### src/rtl/xfer_fifo_pkg.sv
// Package: shared constants for the paired byte FIFO block.
// Assumes: status-bit indices are fixed because software decodes them.
package xfer_fifo_pkg;
    localparam int IRQ_W      = 7;
    localparam int IRQ_TX_AE  = 0;
    localparam int IRQ_RX_AF  = 1;
    localparam int IRQ_TX_UDR = 2;
    localparam int IRQ_TX_OVR = 3;
    localparam int IRQ_RX_UDR = 4;
    localparam int IRQ_RX_OVR = 5;
    localparam int IRQ_TRAIL  = 6;
    localparam int LVL_W      = 7;
    typedef logic [IRQ_W-1:0] irq_vec_t;
endpackage

### src/rtl/xfer_byte_fifo.sv
// Module: one synchronous byte queue with drop-on-full and zero-on-empty.
// Assumes: DEPTH is a power of two so the pointers wrap naturally.
// Full and empty decisions use the state before the edge.
module xfer_byte_fifo #(
    parameter int DEPTH = 16,
    parameter int DW    = 8,
    localparam int AW   = $clog2(DEPTH),
    localparam int LW   = $clog2(DEPTH + 1)
) (
    input  logic          clk,
    input  logic          rst_n,
    input  logic          en,
    input  logic          push,
    input  logic [DW-1:0] push_data,
    input  logic          pop,
    output logic [DW-1:0] head_data,
    output logic [LW-1:0] level,
    output logic          full,
    output logic          empty,
    output logic          ovf_evt,
    output logic          udf_evt
);
    logic [AW-1:0] wr_ptr;
    logic [AW-1:0] rd_ptr;
    logic [LW-1:0] count;
    logic [DW-1:0] mem [DEPTH];
    logic          do_push;
    logic          do_pop;

    // Purpose: decode accepted operations and error events.
    always_comb begin
        full    = (count == LW'(DEPTH));
        empty   = (count == '0);
        do_push = en && push && !full;
        do_pop  = en && pop && !empty;
        ovf_evt = en && push && full;
        udf_evt = en && pop && empty;
    end

    // Purpose: advance the pointers and the count; a disabled queue is flushed.
    always_ff @(posedge clk) begin
        if (!rst_n || !en) begin
            wr_ptr <= '0;
            rd_ptr <= '0;
            count  <= '0;
        end else begin
            if (do_push) wr_ptr <= wr_ptr + 1'b1;
            if (do_pop)  rd_ptr <= rd_ptr + 1'b1;
            case ({do_push, do_pop})
                2'b10:   count <= count + 1'b1;
                2'b01:   count <= count - 1'b1;
                default: count <= count;
            endcase
        end
    end

    // Purpose: store accepted bytes.
    always_ff @(posedge clk) begin
        if (do_push) mem[wr_ptr] <= push_data;
    end

    // Purpose: present the oldest byte, or zero when nothing is held.
    always_comb begin
        head_data = empty ? '0 : mem[rd_ptr];
        level     = count;
    end
endmodule

### src/rtl/xfer_trail_timer.sv
// Module: counts consecutive idle cycles of below-trigger receive data.
// Assumes: 'armed' and 'activity' are evaluated on the pre-edge state.
module xfer_trail_timer #(
    parameter int CW = 4
) (
    input  logic          clk,
    input  logic          rst_n,
    input  logic          armed,
    input  logic          activity,
    input  logic [CW-1:0] limit,
    output logic          fire
);
    logic [CW-1:0] idle_cnt;

    // Purpose: the cause fires when the idle run has lasted 'limit' cycles.
    always_comb fire = armed && !activity && (idle_cnt == limit);

    // Purpose: restart on traffic or disarm, otherwise count up to the limit.
    always_ff @(posedge clk) begin
        if (!rst_n || !armed || activity) idle_cnt <= '0;
        else if (idle_cnt != limit)       idle_cnt <= idle_cnt + 1'b1;
    end
endmodule

### src/rtl/xfer_irq_status.sv
// Module: sticky cause register with write-one-to-clear and masked output.
// Assumes: a cause and a clear of the same bit in one cycle keep the bit set.
module xfer_irq_status #(
    parameter int W = 7
) (
    input  logic         clk,
    input  logic         rst_n,
    input  logic [W-1:0] set_vec,
    input  logic         clr_we,
    input  logic [W-1:0] clr_vec,
    input  logic [W-1:0] en_vec,
    output logic [W-1:0] stat,
    output logic         irq
);
    for (genvar b = 0; b < W; b++) begin : g_bit
        logic q;
        // Purpose: hold one cause bit; a cause outranks a clear.
        always_ff @(posedge clk) begin
            if (!rst_n)                    q <= 1'b0;
            else if (set_vec[b])           q <= 1'b1;
            else if (clr_we && clr_vec[b]) q <= 1'b0;
        end
        assign stat[b] = q;
    end

    // Purpose: raise the request for any enabled pending cause.
    always_comb irq = |(stat & en_vec);
endmodule

### src/rtl/xfer_fifo_pair.sv
// Module: transmit and receive byte queues with a merged interrupt status.
// Assumes: the register side and the serial engine share clk; all strobes
// are single-cycle and sampled at the rising edge.
module xfer_fifo_pair
    import xfer_fifo_pkg::*;
#(
    parameter int DEPTH   = 16,
    parameter int DW      = 8,
    parameter int TRAIL_W = 4
) (
    input  logic               clk,
    input  logic               rst_n,
    input  logic               rx_en,
    input  logic               tx_en,
    input  logic [LVL_W-1:0]   rx_trig,
    input  logic [LVL_W-1:0]   tx_trig,
    input  logic [TRAIL_W-1:0] trail_cnt,
    input  logic [IRQ_W-1:0]   irq_en,
    input  logic               host_wr,
    input  logic [DW-1:0]      host_wdata,
    input  logic               host_rd,
    output logic [DW-1:0]      host_rdata,
    input  logic               eng_tx_pop,
    output logic [DW-1:0]      eng_tx_data,
    input  logic               eng_rx_push,
    input  logic [DW-1:0]      eng_rx_data,
    input  logic               irq_clr_we,
    input  logic [IRQ_W-1:0]   irq_clr_vec,
    output logic [31:0]        fifo_sts,
    output logic [IRQ_W-1:0]   irq_stat,
    output logic               irq_o
);
    localparam int LW = $clog2(DEPTH + 1);

    logic [LW-1:0]    tx_lvl, rx_lvl;
    logic [LVL_W-1:0] tx_lvl_x, rx_lvl_x;
    logic             tx_full, tx_empty, rx_full, rx_empty;
    logic             tx_ovf, tx_udf, rx_ovf, rx_udf;
    logic             trail_armed, trail_fire;
    irq_vec_t         cause;

    xfer_byte_fifo #(.DEPTH(DEPTH), .DW(DW)) u_tx_q (
        .clk(clk), .rst_n(rst_n), .en(tx_en),
        .push(host_wr), .push_data(host_wdata), .pop(eng_tx_pop),
        .head_data(eng_tx_data), .level(tx_lvl), .full(tx_full),
        .empty(tx_empty), .ovf_evt(tx_ovf), .udf_evt(tx_udf)
    );

    xfer_byte_fifo #(.DEPTH(DEPTH), .DW(DW)) u_rx_q (
        .clk(clk), .rst_n(rst_n), .en(rx_en),
        .push(eng_rx_push), .push_data(eng_rx_data), .pop(host_rd),
        .head_data(host_rdata), .level(rx_lvl), .full(rx_full),
        .empty(rx_empty), .ovf_evt(rx_ovf), .udf_evt(rx_udf)
    );

    // Purpose: widen the levels to the status field width.
    always_comb begin
        tx_lvl_x = LVL_W'(tx_lvl);
        rx_lvl_x = LVL_W'(rx_lvl);
    end

    // Purpose: arm the idle timer while held receive data is below its trigger.
    always_comb trail_armed = rx_en && !rx_empty && (rx_lvl_x < rx_trig);

    xfer_trail_timer #(.CW(TRAIL_W)) u_trail (
        .clk(clk), .rst_n(rst_n), .armed(trail_armed),
        .activity(eng_rx_push || host_rd), .limit(trail_cnt),
        .fire(trail_fire)
    );

    // Purpose: gather every interrupt cause into one vector.
    always_comb begin
        cause             = '0;
        cause[IRQ_TX_AE]  = tx_en && (tx_lvl_x <= tx_trig);
        cause[IRQ_RX_AF]  = rx_en && !rx_empty && (rx_lvl_x >= rx_trig);
        cause[IRQ_TX_UDR] = tx_udf;
        cause[IRQ_TX_OVR] = tx_ovf;
        cause[IRQ_RX_UDR] = rx_udf;
        cause[IRQ_RX_OVR] = rx_ovf;
        cause[IRQ_TRAIL]  = trail_fire;
    end

    xfer_irq_status #(.W(IRQ_W)) u_irq (
        .clk(clk), .rst_n(rst_n), .set_vec(cause), .clr_we(irq_clr_we),
        .clr_vec(irq_clr_vec), .en_vec(irq_en), .stat(irq_stat), .irq(irq_o)
    );

    // Purpose: pack levels and flags into the polled status word.
    always_comb fifo_sts = {7'b0, rx_empty, rx_full, rx_lvl_x,
                            7'b0, tx_empty, tx_full, tx_lvl_x};
endmodule

### config.mk
export PLATFORM = sky130hd
export DESIGN_NAME = xfer_fifo_pair
export DESIGN_NICKNAME = d
export VERILOG_FILES = /design/src/rtl/xfer_fifo_pkg.sv /design/src/rtl/xfer_byte_fifo.sv /design/src/rtl/xfer_trail_timer.sv /design/src/rtl/xfer_irq_status.sv /design/src/rtl/xfer_fifo_pair.sv
export SDC_FILE = /design/constraint.sdc
export NUM_CORES = 1
export LEC_CHECK = 0
export BUFFER_PORTS_ARGS = -buffer_cell sky130_fd_sc_hd__buf_2
export CORE_ASPECT_RATIO = 0.6
export CORE_UTILIZATION = 35
export DETAILED_ROUTE_END_ITERATION = 16
export SYNTH_ARGS = -nofsm -noshare
export SYNTH_HDL_FRONTEND = slang
export SYNTH_HIERARCHICAL = 1
export SYNTH_SLANG_ARGS = --single-unit
### constraint.sdc
create_clock -name clk -period 4.3 [get_ports clk]
set_input_delay 0.43 -clock clk [delete_from_list [all_inputs] [get_ports clk]]
set_output_delay 0.43 -clock clk [all_outputs]
set_load 0.02 [all_outputs]
* After elaboration in Yosys (flattened, before gate mapping)
Memory sizes are Yosys's and may differ from the RTL's. A register that Yosys moved wholly into a read port is not among the register bits.
Cells that the tools add are included.
** Storage, ports and cells
- Word-level logic and storage cells :: 114
- Memories :: 2
- Output and inout port bits :: 56
- Bits in writable memories :: 256
- Input bits :: 57
- Register bits after elaboration :: 37
** Cells by class
- Reduce and logical (&&, ||, !) cells :: 51
- Bitwise gates (word level) :: 1
- Equal/unequal tests :: 8
- $lt $le $gt $ge :: 3
- Add/sub/neg operators :: 9
- Mux-type cells :: 26
** Memories
- u_rx_q.mem :: words 16, width 8, rd ports 1, clocked after Yosys merged registers in 1, write ports 1, RTL line xfer_byte_fifo.sv:26 : logic [DW-1:0] mem [DEPTH];
- u_tx_q.mem :: words 16, width 8, rd ports 1, clocked after Yosys merged registers in 1, write ports 1, RTL line xfer_byte_fifo.sv:26
** Operator list (number)
- 1-bit logical AND :: 25
- 4-bit by 1-bit adder with 4-bit output (second input constant) :: 5
- 5-bit one-hot mux with 2 select lines :: 2
- 1-bit two-way mux :: 18
- 2-bit nonzero test :: 9
- 4-bit two-way mux :: 4
- 8-bit two-way mux :: 2
- 5-bit by 1-bit adder with 5-bit output (second input constant) :: 2
- 5-bit equality test (second input constant) :: 2
- 5-bit zero test :: 2
- 5-bit by 1-bit subtractor with 5-bit output (second input constant) :: 2
- 1-bit zero test :: 9
- 7-bit AND :: 1
- 5-bit by 7-bit greater-or-equal comparator with 1-bit output :: 1
- 5-bit by 7-bit less-or-equal comparator with 1-bit output :: 1
- 5-bit by 7-bit less-than comparator with 1-bit output :: 1
- 7-bit OR reduction :: 1
- 1-bit logical OR :: 5
- 2-bit by 1-bit equality test with 1-bit output (second input constant) :: 2
- 2-bit equality test (second input constant) :: 2
- 4-bit equality test :: 1
- 4-bit inequality test :: 1

* Longest topological paths before layout
Gate-level depths: netlist of the first run.
- Depth in word-level cells :: 7
- Depth in mapped cells :: 13
- Gate-level depth less buffers :: 10

* Modules after synthesis
Netlist of the first run, hierarchy kept.
** Modules (own cells, without submodules)
- xfer_byte_fifo :: seq. area each 4184.0 um^2, cells each 311, area an instance 6024.5 um^2, instances 2
- xfer_fifo_pair :: seq. area each 0.0 um^2, cells each 68, area an instance 499.2 um^2, instances 1
- xfer_irq_status :: seq. area each 140.1 um^2, cells each 32, area an instance 327.8 um^2, instances 1
- xfer_trail_timer :: seq. area each 80.1 um^2, cells each 24, area an instance 232.7 um^2, instances 1

* Least setup slack after synthesis of the first run
Ideal clock, no wire load.
- Kind :: register to register
- From :: register u_rx_q.count[2] (netlist: u_rx_q/level[2])
- To :: register u_rx_q.count[4] (netlist: u_rx_q/level[4])
- Setup time :: 0.072 ns
- Data required time :: 4.228 ns
- Period minus slack after synthesis :: 2.661 ns
- Stages on the path, launching flop included :: 14
- Data arrival time :: 2.589 ns
- Buffers on the path :: 3
- Path slack :: 1.639 ns
- Cell sequence :: dfxtp_1 -> buf_2 -> nor4_4 -> a21oi_1 -> buf_2 -> inv_1 -> ha_1 -> clkbuf_1 -> xor2_1 -> ha_1 -> o211ai_1 -> o311ai_1 -> mux2i_1 -> mux2i_1
** Between the ends
- Cells in the longest elaborated chain, start to end :: 5
- Elaborated cells on any way between the ends :: 12
- Classes of those cells :: add/sub (2); eq/ne (3); mux (1); reduce/logical (6)
** RTL lines
- start: declaration :: RTL line xfer_byte_fifo.sv:25 : logic [LW-1:0] count;
- start signal: assignment :: RTL line xfer_byte_fifo.sv:50 : 2'b10: count <= count + 1'b1;
- start signal: assignment :: RTL line xfer_byte_fifo.sv:51 : 2'b01: count <= count - 1'b1;
- start signal: assignment :: RTL line xfer_byte_fifo.sv:52 : default: count <= count;
- 5-bit equality test or 5-bit zero test (tied branches) :: RTL line xfer_byte_fifo.sv:32, xfer_byte_fifo.sv:33
- 1-bit zero test (on tied branches) :: RTL line xfer_byte_fifo.sv:34, xfer_byte_fifo.sv:35
- 1-bit logical AND (on tied branches) :: RTL line xfer_byte_fifo.sv:34, xfer_byte_fifo.sv:35
- 2-bit by 1-bit equality test with 1-bit output or 2-bit equality test (tied branches) :: RTL line xfer_byte_fifo.sv:49 : case ({do_push, do_pop})
- 5-bit one-hot mux with 2 select lines or 2-bit nonzero test (tied branches)
Parallel ways exist; a longest one is shown, timed or not.
A chain may end at the register's enable or synchronous reset.

==> metrics, run 1 <==
asr flop ratio synth=0; worst rel slew slack=0.1916; post-DR wirelength/cell=20.86 um; GR Overflow Total=0; Worst-path clk slew=60 ps; top_reg_cell synth=edfxtp_1; run status=finished, final reports clean; CTS tree=yes; largest stage delay on the critical path=650 ps; Worst EP required=just under 4000 ps; global-route wire length before repair=42480 um; CTS Sinks=301; FF+latch area=0.008592 mm^2; full die area=0.03826 mm^2; Core Rows=54; layout cell share with drive strength beyond 1=0.2427; Hold Buf Count CTS=0; P per Cell Area=just under 400 mW/mm^2; Die Wd=251.8 um; Crit. End Element=primary output; # IOs=113; Syn-to-layout area delta=13.01%; R2R depth=10; largest family of logic cells by synthesized area=multiplexers; core box area=0.03662 mm^2; multi-input logic area=0.004069 mm^2; Longest Clk Path Bufs=3; Layout Nets=919; number of buffers created by CTS=28; Mapped Cells=746; fin. max-slew vios=0; Vias/cell=4.949; Max-Cap Viols=0; cell area after synthesis=0.01311 mm^2; crit path max fanout=17; number of synthesized flops with an enable pin=256; n_diodes=0; Synth area leaders=edfxtp_1 59%, mux4_1 9.6%, dfxtp_1 6.9%, mux4_2 5.5%, ha_1 2.6%; Post-Route WL=28390 um; critical path's slowest cell=dfxtp_2; Worst VDD drop=0.2401 mV; post-CTS setup buffer count=0; Hold Vio Cnt, Final=0; area leader, netlist=edfxtp_1; Worst Clk Skew=about 23 ps; Hold Path Cell Cnt=3; synthesized flop and latch total=301; Post-Synth Adder-Cell Area=0.02577; htree depth=1; Worst Setup Start Kind=register; Crit path depth=5; HPWL Detailed=just under 20000 um; Bufs and invs on worst path=2; Die H=between 150 and 200 um; mean post-synth cell area=17.57 um^2; FMAX=291.5 MHz; most common cell after layout, fill and taps aside=edfxtp_1; family with the most delay on the worst path=multiplexers; Layout Cells excl Fill=approximately 1400; filler cell count=between 3000 and 4000; RSZ-0062 raised after global routing=false; gr usage total=0.1490; Sum Neg Setup Slack=0 ps; Simple-Gate Fraction of Synth Area=0.07111; number of global-route vias before repair=6655; placed insts=1309; Worst-Skew Late Latency=550 ps; DRC viols=0; post-CTS sizing=0; initial antenna violation count=0; minimum clock period=3431 ps; Least-Margin Pin Slew=between 1000 and 1500 ps; # setup viols final=0; Syn. warnings=6; root buf cell=clkbuf_16; # port buffers=94; ratio of final minimum period to clock period=0.7979; Worst EP arrival=3000 ps; multiplexer share of the synthesized area=0.1574; Synth cell types=49; via count=6735; 1st-pass router iterations=5; Final GP Congestion=0.7335; compound-cell area share of the yosys netlist=0.03140; crit path cell chain=buf_4 -> mux4_1 -> mux4_2 -> nor2b_4 -> buf_2; xor and xnor area share after synthesis=0.01804; Pleak=roughly 5 nW; sequential area share after synthesis=0.6551; Antenna Nets Post-Route=0; critical path type=register to primary output; largest net degree at the start of global routing=33; Yosys top cell area share=0.5864; most frequent cells in the layout=256 x edfxtp_1, 94 x buf_2, 61 x nor2_1, 48 x mux4_1, 42 x dfxtp_1; Iter 0 DRT Violations=520; HP Class=input pin to register; Starting Density=0.3580
[worst paths after layout]
kind / start / endpoint / slack, ps
hold / removal: irq_clr_vec[1] / u_irq/g_bit[1].q$_SDFFE_PN0P_ / 240
setup reg to reg: u_rx_q/level[2]$_SDFFE_PP0P_ / u_rx_q/level[4]$_SDFFE_PP0P_ / 1490
setup / recovery: register / eng_tx_data[4] / 870
hold reg to reg: u_rx_q/rd_ptr[3]$_SDFFE_PP0P_ / register / 510
[Yosys cell counts (2+ instances only)]
| cell | instances |
|---|---|
| o21ai_0 | 4 |
| mux4_1 | 48 |
| nand2b_1 | 6 |
| xnor2_1 | 13 |
| nor3_1 | 15 |
| dfxtp_1 | 45 |
| nor2b_1 | 7 |
| xor2_1 | 14 |
| nand3b_1 | 2 |
| buf_2 | 6 |
| mux4_2 | 32 |
| nor2b_4 | 16 |
| clkbuf_1 | 10 |
| o21ai_1 | 2 |
| and3b_1 | 2 |
| a21oi_1 | 15 |
| buf_4 | 29 |
| nor3b_1 | 3 |
| inv_1 | 24 |
| buf_6 | 2 |
| edfxtp_1 | 256 |
| mux2i_1 | 7 |
| nand3_1 | 6 |
| o211ai_1 | 2 |
| a2111oi_0 | 2 |
| ha_1 | 27 |
| buf_12 | 2 |
| buf_1 | 10 |
| o31ai_2 | 4 |
| and4b_1 | 2 |
| a21boi_0 | 7 |
| buf_8 | 4 |
| o311ai_1 | 2 |
| and2_1 | 2 |
| o21a_1 | 11 |
| a22oi_1 | 2 |
| nor2_1 | 61 |
| nand2_1 | 26 |
| nor4_4 | 2 |
| nand4_1 | 7 |
[layer usage]
layer / GRT usage / up-vias / share of wire
li1: - / 3069 / -
met4: 0.02799 / 0 / 0.016
met2: 0.2182 / 174 / 0.43
met3: 0.02655 / 33 / 0.057
met1: 0.2320 / 3459 / 0.49
met5: 0 / - / 0
[power breakdown]
| group | internal [mW] | switching [mW] |
|---|---|---|
| clock | 1.34 | 1.03 |
| sequential | 3.17 | 0.00909 |
| combinational | 0.0811 | 0.144 |
| total | 4.60 | 1.19 |
[flip-flops by register name (all words and copies together), names as in the netlist, named ones only]
name              count
u_rx_q/mem          128
u_tx_q/mem          128
u_irq/g_bit.q         7
u_rx_q/level          5
u_tx_q/level          5
u_rx_q/rd_ptr         4
u_rx_q/wr_ptr         4
u_trail/idle_cnt      4
u_tx_q/rd_ptr         4
u_tx_q/wr_ptr         4
[per-stage QoR]
step | utilization | power (mW) | hold WS (ps) | setup slack, ps | cell area (um^2)
finish | 0.4045 | 5.784 | 237.6 | 869.2 | 14810
global route | 0.4045 | 5.983 | 221.7 | 730.1 | 14810
CTS | 0.4045 | 5.864 | 196.5 | 810.4 | 14810
detailed placement | 0.3805 | 3.475 | 491.9 | 1395 | 13930
global placement | 0.3805 | 3.471 | 489.2 | 1413 | 13930
floorplan | - | 3.386 | 472.5 | 1639 | 13170
[logic make-up after synthesis]
family                     after synthesis
muxes                                   88
adders and majority gates               27
other                                    1
AOI/OAI and AO/OA                       55
and+or+nand+nor                        160
buffers and inverters                   87
DFF                                    301
xor gates and xnor gates                27
[layout make-up]
| class | count | share of cell area |
|---|---|---|
| clock buffers | 39 | 0.05355 |
| clock inverters | 13 | 0.005828 |
| inverters | 24 | 0.006081 |
| multi-input cells | 375 | 0.2747 |
| flip-flops and latches | 301 | 0.5800 |
| well taps | 504 | 0.04257 |
| repair buffers | 105 | 0.03733 |
[worst reg2reg max path: stages (launching register included)]
cell and delay, ps:
dfxtp_1 560, nor4_4 100, a21oi_1 170, buf_4 210, inv_1 60, ha_1 330, ha_1 410, nand2_1 70
o311ai_1 350, mux2i_1 280, mux2i_1 190
(Power assumes the default switching activity.)
==> run 2, diff against run 1 <==
==> constraint.sdc (replaced) <==
create_clock -name clk -period 3.4 [get_ports clk]
set_input_delay 0.34 -clock clk [delete_from_list [all_inputs] [get_ports clk]]
set_output_delay 0.34 -clock clk [all_outputs]
set_load 0.02 [all_outputs]
==> run 2 against run 1 <==
  * Die area unchanged
  * Via count up 0.71%
  * Total power increased by 38%
  * Register-to-register slack worse by 820 ps
  * Cell area is 3.0% higher
  * Critical path type unchanged
  * Clock skew fell by 13 ps
  * Critical path depth unchanged
==> metrics, run 2 (synthesis results as in run 1) <==
initial antenna violation count=0 (unchanged); Antenna Nets Post-Route=0 (unchanged); crit path max fanout=32 (+15); number of global-route vias before repair=6540 (-1.7%); layout cell share with drive strength beyond 1=0.2736 (+0.03094); post-DR wirelength/cell=20.66 um (-0.98%); via count=6783 (+0.71%); Final GP Congestion=0.7630 (+4.0%); Hold Buf Count CTS=0 (unchanged); core box area=0.03662 mm^2 (unchanged); HP Class=input pin to register; most frequent cells in the layout=256 x edfxtp_1, 94 x buf_2, 61 x nor2_1, 48 x mux4_1, 43 x dfxtp_1; global-route wire length before repair=42520 um (about the same); Die Wd=251.8 um (unchanged); root buf cell=clkbuf_16; Longest Clk Path Bufs=3 (unchanged); Iter 0 DRT Violations=514 (-1.2%); CTS tree=yes; Worst VDD drop=0.3967 mV (+65%); full die area=0.03826 mm^2 (unchanged); critical path type=register to primary output; largest net degree at the start of global routing=33 (unchanged); # port buffers=94 (unchanged); # setup viols final=0 (unchanged); ratio of final minimum period to clock period=0.8731; Worst Setup Start Kind=register; Worst EP required=3060 ps (-810 ps); Pwr Total=7.983 mW (+38%); 1st-pass router iterations=5 (unchanged); CTS Sinks=301 (unchanged); Die H=151.9 um (unchanged); Worst Clk Skew=10.54 ps (-12.68 ps); P per Cell Area=523.4 mW/mm^2 (+34%); Max-Cap Viols=0 (unchanged); most common cell after layout, fill and taps aside=edfxtp_1; RSZ-0062 raised after global routing=false; # IOs=113 (unchanged); Worst-path clk slew=70 ps (about the same); HPWL Detailed=19570 um (-0.84%); fin. max-slew vios=0 (unchanged); Worst EP arrival=2630 ps (-370 ps); htree depth=1 (unchanged); post-CTS setup buffer count=0 (unchanged); Hold Vio Cnt, Final=0 (unchanged); Syn-to-layout area delta=16.36%; n_diodes=0 (unchanged); post-CTS sizing=0 (unchanged); Starting Density=0.3580 (unchanged); Core Rows=54 (unchanged); Crit. End Element=primary output; FMAX=336.9 MHz; worst rel slew slack=0.3354 (+0.1438); Least-Margin Pin Slew=993.2 ps (-214.9 ps); Worst-Skew Late Latency=560 ps (about the same); gr usage total=0.1502 (+0.001146); minimum clock period=2968 ps; Post-Route WL=28750 um (+1.3%); Pleak=5.314 nW (+5.0%); run status=finished, final reports clean; number of buffers created by CTS=30 (+7.1%); Sum Neg Setup Slack=0 ps (unchanged); Largest regs=u_rx_q/mem: 128 flops, u_tx_q/mem: 128 flops, u_irq/g_bit.q: 7 flops; GR Overflow Total=0 (unchanged); final core utilization=0.4165 (+0.01199); Vias/cell=4.873 (-1.5%); DRC viols=0 (unchanged); Layout Nets=948 (+3.2%)
==> run 2: through the flow <==
| step | area [um^2] | hold slack, ps | std cells | setup slack, ps |
|---|---|---|---|---|
| 5_1_grt | 15250 | 110.1 | 1392 | 340.0 |
| 2_1_floorplan | 13170 | 438.9 | 763 | 739.3 |
| 3_5_place_dp | 14140 | 492.7 | 1336 | 691.5 |
| 6_report | 15250 | 117.8 | 1392 | 431.5 |
| 4_1_cts | 15250 | 84.83 | 1392 | 365.1 |
| 3_3_place_gp | 14140 | 486.2 | 1336 | 778.0 |
==> run 2: worst paths after layout <==
kind,from,end,slack (ps),depth (start not counted)
setup / recovery,register,host_rdata[1],430,5
hold / removal,irq_clr_vec[1],u_irq/g_bit[1].q$_SDFFE_PN0P_,120,3
setup reg to reg,u_tx_q/level[1]$_SDFFE_PP0P_,u_tx_q/level[4]$_SDFFE_PP0P_,670,9
hold reg to reg,u_tx_q/rd_ptr[3]$_SDFFE_PP0P_,u_tx_q/rd_ptr[3]$_SDFFE_PP0P_,500,2
==> run 2: area by class of cell <==
class	count	area [um^2]
sequential	301	8591
inverter	24	90.09
fill	3298	21370
clock inverter	18	260.3
multi-input combinational	375	4049
timing repair buffer	132	780.7
clock buffer	38	852.1
tap	504	630.6
==> run 2: where the power goes <==
group	switching, mW	total [mW]	leakage (nW)	internal (mW)
clock network	1.43	3.67	0.545	2.24
registers	0.00994	4.02	2.67	4.01
logic	0.188	0.293	2.10	0.105
==> run 2: layer usage <==
layer,routed length (um),GRT usage,part of all wire,up-vias
met5,0,0,0,-
met4,478,0.03175,0.017,0
met3,1327,0.02844,0.046,33
met2,12770,0.2234,0.44,131
met1,14180,0.2285,0.49,3492
li1,-,-,-,3127
==> run 2: critical path: stages (launching register included) <==
cell and delay [ps]:
dfxtp_2 340, buf_12 230, mux4_1 650, mux4_2 490, nor2b_4 140, buf_2 160
